--- config.mk ---
export PLATFORM = sky130hd
export DESIGN_NAME = io_slave_card
export DESIGN_NICKNAME = d
export VERILOG_FILES = /design/src/rtl/isa_io_pkg.sv /design/src/rtl/io_window_decode.sv /design/src/rtl/io_reg_file.sv /design/src/rtl/io_wait_ctl.sv /design/src/rtl/io_slave_card.sv
export SDC_FILE = /design/constraint.sdc
export NUM_CORES = 1
export LEC_CHECK = 0
export BUFFER_PORTS_ARGS = -buffer_cell sky130_fd_sc_hd__buf_2
export CAP_MARGIN = 20
export CELL_PAD_IN_SITES_DETAIL_PLACEMENT = 0
export CELL_PAD_IN_SITES_GLOBAL_PLACEMENT = 1
export CORE_UTILIZATION = 50
export CTS_CLUSTER_DIAMETER = 50
export CTS_CLUSTER_SIZE = 8
export DETAILED_ROUTE_END_ITERATION = 8
export GPL_TIMING_DRIVEN = 1
export MAX_ROUTING_LAYER = met4
export PLACE_DENSITY = 0.8
export SYNTH_ARGS = -nofsm -noshare
export SYNTH_HDL_FRONTEND = slang
export SYNTH_SLANG_ARGS = --single-unit
export TNS_END_PERCENT = 30
--- constraint.sdc ---
create_clock -name clk -period 5.45 [get_ports clk]
set_clock_uncertainty 0.2 [all_clocks]
set_input_delay 0.8175 -clock clk [delete_from_list [all_inputs] [get_ports clk]]
set_output_delay 0.8175 -clock clk [all_outputs]
set_load 0.01 [all_outputs]
--- src/rtl/isa_io_pkg.sv ---
package isa_io_pkg;

    localparam int ADDR_W_DEF   = 10;
    localparam int WIN_LOG2_DEF = 3;
    localparam int DATA_W_DEF   = 8;

    typedef enum logic [1:0] {
        CYC_IDLE  = 2'd0,
        CYC_READ  = 2'd1,
        CYC_WRITE = 2'd2
    } cyc_kind_e;

    typedef struct packed {
        logic      hit;
        cyc_kind_e kind;
    } dec_t;

    // Both strobes low together is not a legal cycle and is treated as idle.
    function automatic cyc_kind_e classify(input logic ior_n, input logic iow_n);
        cyc_kind_e k;
        unique case ({ior_n, iow_n})
            2'b01:   k = CYC_READ;
            2'b10:   k = CYC_WRITE;
            default: k = CYC_IDLE;
        endcase
        return k;
    endfunction

endpackage

--- src/rtl/io_window_decode.sv ---
module io_window_decode
    import isa_io_pkg::*;
#(
    parameter int ADDR_W   = ADDR_W_DEF,
    parameter int WIN_LOG2 = WIN_LOG2_DEF,
    localparam int BASE_W  = ADDR_W - WIN_LOG2
) (
    input  logic                clk,
    input  logic                rst,
    input  logic [ADDR_W-1:0]   addr_i,
    input  logic [BASE_W-1:0]   base_i,
    input  logic                aen_i,
    input  logic                ior_n_i,
    input  logic                iow_n_i,
    output dec_t                dec_o,
    output logic [WIN_LOG2-1:0] idx_o
);

    cyc_kind_e kind;
    logic      in_window;

    always_comb begin
        kind       = classify(ior_n_i, iow_n_i);
        in_window  = (addr_i[ADDR_W-1:WIN_LOG2] == base_i);
        dec_o.kind = kind;
        dec_o.hit  = !aen_i && in_window && (kind != CYC_IDLE);
        idx_o      = addr_i[WIN_LOG2-1:0];
    end

    AST_DMA_NEVER_HITS: assert property (@(posedge clk) disable iff (rst)
        aen_i |-> !dec_o.hit);

    AST_HIT_INSIDE_WINDOW: assert property (@(posedge clk) disable iff (rst)
        dec_o.hit |-> (addr_i[ADDR_W-1:WIN_LOG2] == base_i));

endmodule

--- src/rtl/io_reg_file.sv ---
module io_reg_file #(
    parameter int DATA_W   = 8,
    parameter int WIN_LOG2 = 3,
    localparam int NREG    = 1 << WIN_LOG2
) (
    input  logic                clk,
    input  logic                rst,
    input  logic                wr_hit_i,
    input  logic                iow_n_i,
    input  logic [WIN_LOG2-1:0] idx_i,
    input  logic [DATA_W-1:0]   wdata_i,
    output logic [DATA_W-1:0]   rdata_o
);

    logic [DATA_W-1:0]   regs_q [NREG];
    logic                pend_q;
    logic [WIN_LOG2-1:0] pend_idx_q;
    logic [DATA_W-1:0]   pend_data_q;
    logic                commit;

    assign commit = pend_q && iow_n_i;

    always_ff @(posedge clk) begin
        if (rst) begin
            pend_q      <= 1'b0;
            pend_idx_q  <= '0;
            pend_data_q <= '0;
        end else if (wr_hit_i) begin
            pend_q      <= 1'b1;
            pend_idx_q  <= idx_i;
            pend_data_q <= wdata_i;
        end else if (commit) begin
            pend_q <= 1'b0;
        end
    end

    for (genvar g = 0; g < NREG; g++) begin : g_reg
        always_ff @(posedge clk) begin
            if (rst)
                regs_q[g] <= '0;
            else if (commit && (pend_idx_q == WIN_LOG2'(g)))
                regs_q[g] <= pend_data_q;
        end

        AST_HELD_WHILE_STROBE: assert property (@(posedge clk) disable iff (rst)
            wr_hit_i |=> $stable(regs_q[g]));
    end

    assign rdata_o = regs_q[idx_i];

    AST_COMMIT_CLEARS: assert property (@(posedge clk) disable iff (rst)
        (pend_q && iow_n_i) |=> !pend_q);

endmodule

--- src/rtl/io_wait_ctl.sv ---
module io_wait_ctl (
    input  logic clk,
    input  logic rst,
    input  logic hit_i,
    input  logic busy_i,
    output logic ready_o
);

    always_ff @(posedge clk) begin
        if (rst)
            ready_o <= 1'b1;
        else
            ready_o <= !(hit_i && busy_i);
    end

    AST_WAIT_ON_BUSY: assert property (@(posedge clk) disable iff (rst)
        (hit_i && busy_i) |=> !ready_o);

    AST_RELEASE_WHEN_FREE: assert property (@(posedge clk) disable iff (rst)
        !busy_i |=> ready_o);

endmodule

--- src/rtl/io_slave_card.sv ---
module io_slave_card
    import isa_io_pkg::*;
#(
    parameter int ADDR_W   = ADDR_W_DEF,
    parameter int WIN_LOG2 = WIN_LOG2_DEF,
    parameter int DATA_W   = DATA_W_DEF,
    localparam int BASE_W  = ADDR_W - WIN_LOG2
) (
    input  logic              clk,
    input  logic              rst,
    input  logic [BASE_W-1:0] base_i,
    input  logic [ADDR_W-1:0] bus_addr_i,
    input  logic              aen_i,
    input  logic              ior_n_i,
    input  logic              iow_n_i,
    input  logic [DATA_W-1:0] data_i,
    input  logic              busy_i,
    output logic [DATA_W-1:0] data_o,
    output logic              data_oe_o,
    output logic              ready_o
);

    dec_t                dec;
    logic [WIN_LOG2-1:0] idx;
    logic [DATA_W-1:0]   rdata;
    logic                wr_hit;

    io_window_decode #(.ADDR_W(ADDR_W), .WIN_LOG2(WIN_LOG2)) i_decode (
        .clk     (clk),
        .rst     (rst),
        .addr_i  (bus_addr_i),
        .base_i  (base_i),
        .aen_i   (aen_i),
        .ior_n_i (ior_n_i),
        .iow_n_i (iow_n_i),
        .dec_o   (dec),
        .idx_o   (idx)
    );

    assign wr_hit = dec.hit && (dec.kind == CYC_WRITE);

    io_reg_file #(.DATA_W(DATA_W), .WIN_LOG2(WIN_LOG2)) i_regs (
        .clk      (clk),
        .rst      (rst),
        .wr_hit_i (wr_hit),
        .iow_n_i  (iow_n_i),
        .idx_i    (idx),
        .wdata_i  (data_i),
        .rdata_o  (rdata)
    );

    io_wait_ctl i_wait (
        .clk     (clk),
        .rst     (rst),
        .hit_i   (dec.hit),
        .busy_i  (busy_i),
        .ready_o (ready_o)
    );

    always_comb begin
        data_oe_o = dec.hit && (dec.kind == CYC_READ);
        data_o    = data_oe_o ? rdata : '0;
    end

    AST_NO_DRIVE_ON_DMA: assert property (@(posedge clk) disable iff (rst)
        aen_i |-> !data_oe_o);

    AST_DRIVE_ONLY_ON_READ: assert property (@(posedge clk) disable iff (rst)
        data_oe_o |-> (!ior_n_i && iow_n_i));

    AST_QUIET_WHEN_IDLE: assert property (@(posedge clk) disable iff (rst)
        !data_oe_o |-> (data_o == '0));

endmodule

==> impl_metrics.tcl, run 1 <==
set metrics [dict create \
    critPathKind "in2out" \
    synth.area.top_cells "edfxtp_1 (51%), and2_1 (11%), mux4_2 (9.6%)" \
    grtUsageMet2 0.356 \
    wl_um 7400 \
    io_buffers 40 \
    rows 31 \
    ys_seq_elements 77 \
    power.total_mw 1.21 \
    synthCells 272 \
    clk_latency_ns 0.34 \
    grt_pass1_vias 2283 \
    grt_max_degree 27 \
    overflow 0 \
    worstPathArrival_ns 2.69 \
    slew_headroom 0.364 \
    synth_edf_count 64 \
    worst_slew_pin_slew_ns 0.947 \
    fin_util 0.580 \
    crit_path_end_kind "output port" \
    hold_class "reg2reg" \
    drc 0 \
    crit_fanout 9 \
    async_flop_share 0 \
    cp_cell_sequence "buf_2, inv_1, ha_1, or2_1, nor4_1, nand3_1, nor2_1, buf_2" \
    layout.cells.non_filler 414 \
    cts_setup_buffers 0 \
    fin_crit_sh 0.679 \
    fp.dieH_um 88.4 \
    crit_top_cell "buf_2" \
    ys_top_cells_by_count "and2_1 (64), edfxtp_1 (64), mux4_2 (16)" \
    vias_per_cell 5.44 \
    path_clk_slew_ns 0.08 \
    synth_top_area_frac 0.515 \
    avgSynthCellArea_um2 13.7 \
    ys.flop_type "edfxtp_1" \
    fin_nets 343 \
    clock-root-buffer "clkbuf_8" \
    period_needed_ns 3.70 \
    ant_nets 0 \
    fmax_mhz 270 \
    clk_path_buf_depth 2 \
    status "finished, final reports clean" \
    routabilityCongestion 0.820 \
    yosys.area.top_type "edfxtp_1" \
    grt_pass1_wl_um 11700 \
    hold_viol_final 0 \
    area_growth_pct 12.7 \
    synthDistinctLibCells 32 \
    ios 41 \
    via_count 2251 \
    use_met1 0.267 \
    rsz0062_at_grt "no" \
    layout-drive-gt1-share 0.273 \
    htree_num_levels 3 \
    finalSetupTns_ns 0 \
    dieArea_um2 7820 \
    crit_path_start_kind "primary input" \
    grt_use_total 0.219 \
    pwr_density_cell_nw_per_um2 287 \
    met3_usage 0.0429 \
    critPathMaxStageDelay_ns 0.41 \
    grt_busiest_layer "met2" \
    placed_cells 398 \
    cts_tree "built" \
    synth_seq_area_share 0.584 \
    peakVddDrop_mv 0.159 \
    holdBufCountCts 0 \
    dr.first_iter.drc_count 109 \
    dr.pass1.iters 4 \
    wire_per_inst_um 17.9 \
    hpwl_um 5040 \
    diodes 0 \
    cts_buffers 9 \
    critPathRequiredTime_ns 4.43 \
    p_leak_nw 1.56 \
    cap_viol_max_count 0 \
    core_area_um2 7250 \
    die_w_um 88.4 \
    critPathSlowestCell "nand3_1" \
    postCtsResizedCells 0 \
    maxSlewViolCount 0 \
    initial_utilization 0.515 \
    syn_area_um2 3730 \
    setup_viol 0 \
    yosysWarnings 0 \
    synth_nets 305 \
    antenna_found_initial 0 \
    clock-sinks 77 \
]
-- final timing paths --
kind | startpoint | to | slack, ns | cells after the start
hold / removal | i_regs.pend_q | i_regs.pend_q | 0.31 | 2
setup / recovery | ior_n_i | data_o[6] | 1.75 | 8
setup reg to reg | i_regs.pend_q | i_regs.regs_q[0][2] | 3.35 | 4
hold reg to reg | i_regs.pend_q | i_regs.pend_q | 0.31 | 2
-- placed cells by master (no fill, tap or decap), types with 3 or more instances in the layout --
master     n
and2_1    64
edfxtp_1  64
buf_2     40
mux4_2    16
nor2_1    13
dfxtp_1   13
nand4_1   12
a21oi_1   12
o31ai_2    9
clkbuf_8   9
mux2i_1    8
xor2_1     7
inv_1      5
nor3_1     5
nor4_1     4
a21o_1     4
o21bai_1   4
nand3_1    3
-- flip-flops by register name (all words and copies together) (netlist names) --
signal and count:
i_regs.pend_q 1, i_regs.pend_data_q 8, i_regs.pend_idx_q 3, i_wait.ready_o 1, i_regs.regs_q 64
-- per-layer routing --
metal  up-vias  wire (um)
met2        63       3740
met3        16        239
met4         0        145
li1       1096          -
met1      1076       3270
met5         -          0
-- through the flow --
step / worst slack [ns] / instance area [um2] / hold WS, ns
3_5_place_dp: 1.77 / 3990 / 0.294
5_1_grt: 1.64 / 4210 / 0.359
2_1_floorplan: 2.23 / 3730 / 0.275
4_1_cts: 1.76 / 4210 / 0.305
6_report: 1.75 / 4210 / 0.314
3_3_place_gp: 1.83 / 3990 / 0.296
-- worst max-delay path: cells and delay by family --
kind	cells	cell delay, ns
adder cells (fa/ha/maj)	1	0.27
AND/OR/NAND/NOR	4	1.31
buffers and inverters	3	0.29
-- where the power goes --
part	internal (mW)	leakage (nW)	switching [mW]
logic	0.0331	0.683	0.0454
registers	0.650	0.765	0.00436
clock network	0.260	0.110	0.215
total	0.944	1.56	0.265
-- area by class of cell --
cell class,instances,area (um2)
Inverter,5,18.8
Fill cell,606,3040
Clock buffer,9,124
Sequential cell,77,2180
Timing Repair Buffer,42,215
Multi-Input combinational cell,175,1450
Clock inverter,7,98.8
Tap cell,99,124
-- cells by family after synthesis --
family / count (synthesis) / share of synthesized area
buf+inv: 20 / 0.0285
simple gates: 111 / 0.176
compound gates: 31 / 0.0700
flops: 77 / 0.584
fa+ha+maj: 2 / 0.00670
mux: 24 / 0.118
xor+xnor: 7 / 0.0164
No activity file was read; power rests on OpenSTA's default activity.
==> run 2, diff against run 1 <==
- ABC_AREA: not set -> 1
- CORE_UTILIZATION: 50 -> 40
- PLACE_DENSITY: 0.8 -> 0.74
- clock period: 5.45 -> 3.05 ns (I/O delays scaled with it)
==> run 2 against run 1 <==
  * Synthesized cell count is 70% higher
  * Highest routed layer unchanged
  * Die area is 27% higher
  * Sequential power is 79% higher
  * Clock-buffer cell count stayed put
  * Largest power group unchanged
  * Cell area is 1.8% higher
  * Final cell count is 53% higher
==> impl_metrics.tcl, run 2 <==
set metrics [dict create \
    ant_nets 0 \
    overflow 0 \
    pwr_density_cell_nw_per_um2 487 \
    period_needed_ns 2.53 \
    cts_buffers 9 \
    clock-sinks 77 \
    worstPathArrival_ns 1.87 \
    clk_path_buf_depth 2 \
    critPathKind "in2out" \
    largest_register_ff_count 64 \
    power_frac_clock 0.362 \
    grt_use_total 0.214 \
    cap_viol_max_count 0 \
    pwr-share-comb 0.076 \
    setup_viol 0 \
    crit_fanout 9 \
    rsz0062_at_grt "no" \
    vias_per_cell 4.77 \
    peakVddDrop_mv 0.182 \
    syn_area_um2 3810 \
    critPathRequiredTime_ns 2.39 \
    rows 35 \
    synth_nets 496 \
    synth_top_area_frac 0.504 \
    fp.dieH_um 99.7 \
    holdBufCountCts 0 \
    slew_headroom 0.681 \
    ys_top_cells_by_count "nor2_1 (120), nand2_1 (108), edfxtp_1 (64)" \
    diodes 0 \
    routabilityCongestion 0.795 \
    synth.area.top_cells "edfxtp_1 (50%), nor2_1 (12%), nand2_1 (11%)" \
    dieArea_um2 9930 \
    fin_nets 535 \
    whs_ns 0.0800 \
    antenna_found_initial 0 \
    worst_slew_pin_slew_ns 0.477 \
    final_cell_mix "nor2_1 (120), nand2_1 (108), edfxtp_1 (64), inv_1 (43), buf_2 (40)" \
    pwr-share-seq 0.562 \
    clock-root-buffer "clkbuf_8" \
    dr.first_iter.drc_count 176 \
    initial_utilization 0.413 \
    clk_latency_ns 0.35 \
    drc 0 \
    p_sw_mw 0.500 \
    synth_seq_area_share 0.572 \
    path_clk_slew_ns 0.08 \
    area_growth_pct 12.3 \
    final_common_cell "nor2_1" \
    yosys.area.top_type "edfxtp_1" \
    ys.flop_type "edfxtp_1" \
    finalSetupTns_ns 0 \
    grt_max_degree 29 \
    wl_um 9240 \
    async_flop_share 0 \
    cts_setup_buffers 0 \
    dr.pass1.iters 5 \
    grt_pass1_wl_um 15200 \
    status "finished, final reports clean" \
    ys_seq_elements 77 \
    hold_class "in2reg" \
    htree_num_levels 3 \
    hpwl_um 6390 \
    maxSlewViolCount 0 \
    hold_viol_final 0 \
    grt_pass1_vias 2926 \
    ios 41 \
    postCtsResizedCells 0 \
    io_buffers 40 \
    p_leak_nw 1.79 \
    cts_tree "built" \
    layout-drive-gt1-share 0.134 \
    synthCells 463 \
    finish.instance_area_um2 4280 \
    rrSetupSlack_ns 1.34 \
    yosysWarnings 0 \
    largest_register "i_regs.regs_q" \
    synth_edf_count 64 \
    avgSynthCellArea_um2 8.24 \
    largestRegisters "i_regs.regs_q: 64 flops, i_regs.pend_data_q: 8 flops, i_regs.pend_idx_q: 3 flops" \
    crit_path_start_kind "primary input" \
    swShare 0.240 \
    via_count 3026 \
    die_w_um 99.7 \
    wire_per_inst_um 14.6 \
    placed_area_um2 4100 \
    fin_crit_sh 0.829 \
    yosysMostFrequentCell "nor2_1" \
    crit_path_end_kind "output port" \
    power.internal_mw 1.59 \
    fmax_mhz 395 \
    synthDistinctLibCells 19 \
    core_area_um2 9240 \
]
run 2: changes by cell type in the layout (fill, tap and decap cells not counted), moves of 35 or more:
cell,previous run,this run
nor2_1,13,120
nand2_1,2,108
and2_1,64,0
inv_1,5,43
nand3_1,3,38
run 2: power by group through the flow:
| stage | Clock (mW) | Sequential [mW] | Combinational (mW) |
|---|---|---|---|
| finish | 0.756 | 1.17 | 0.158 |
| global route | 0.811 | 1.18 | 0.181 |
| detailed placement | 0 | 1.20 | 0.159 |
| floorplan | 0 | 1.19 | 0.109 |
| global placement | 0 | 1.20 | 0.157 |
| CTS | 0.769 | 1.17 | 0.159 |
run 2: kinds of logic (layout without fill, tap and decap cells):
kind of cell               after synthesis  in the layout  synth area share
and+or+nand+nor                        279            279             0.294
buffers and inverters                   72            115            0.0840
adders and majority gates                2              2           0.00656
DFF                                     77             77             0.572
AOI/OAI and AO/OA                       33             33            0.0433
run 2: metal layers:
| metal | routed length (um) | up-vias | part of all wire | track usage |
|---|---|---|---|---|
| met4 | 151 | 0 | 0.016 | 0.0792 |
| met2 | 4090 | 102 | 0.44 | 0.316 |
| li1 | - | 1551 | - | - |
| met3 | 572 | 13 | 0.062 | 0.0408 |
| met1 | 4430 | 1360 | 0.48 | 0.293 |
| met5 | 0 | - | 0 | - |
run 2: final timing paths:
| path | cells past startpoint | from | end |
|---|---|---|---|
| max | 11 | ior_n_i | data_o[5] |
| min | 2 | rst | i_regs.pend_q |
| max reg2reg | 4 | i_regs.pend_q | i_regs.regs_q[2][0] |
| min reg2reg | 2 | i_regs.pend_q | i_regs.pend_q |
run 2: layout make-up:
class,instances,area (um2)
Multi-Input combinational cell,314,1310
Fill cell,915,4960
Sequential cell,77,2180
Clock buffer,9,124
Timing Repair Buffer,44,230
Clock inverter,6,63.8
Inverter,56,210
Tap cell,129,161
run 2: metrics by stage:
| step | utilization | setup slack (ns) | total power, mW | cells |
|---|---|---|---|---|
| after global placement | 0.443 | 0.611 | 1.35 | 620 |
| after detailed placement | 0.443 | 0.551 | 1.36 | 620 |
| after global routing | 0.464 | 0.361 | 2.17 | 635 |
| after CTS | 0.464 | 0.548 | 2.10 | 635 |
| after floorplan | - | 0.791 | 1.30 | 463 |
| final | 0.464 | 0.521 | 2.09 | 635 |
run 2: critical path, cell delays in order:
cell and delay (ns):
buf_2 0.09, inv_1 0.04, ha_1 0.30, nor2_1 0.10
nand2_1 0.06, nor2_1 0.09, nand2_1 0.09, nor2_4 0.12
nand2_2 0.15, nor3_1 0.21, buf_2 0.17
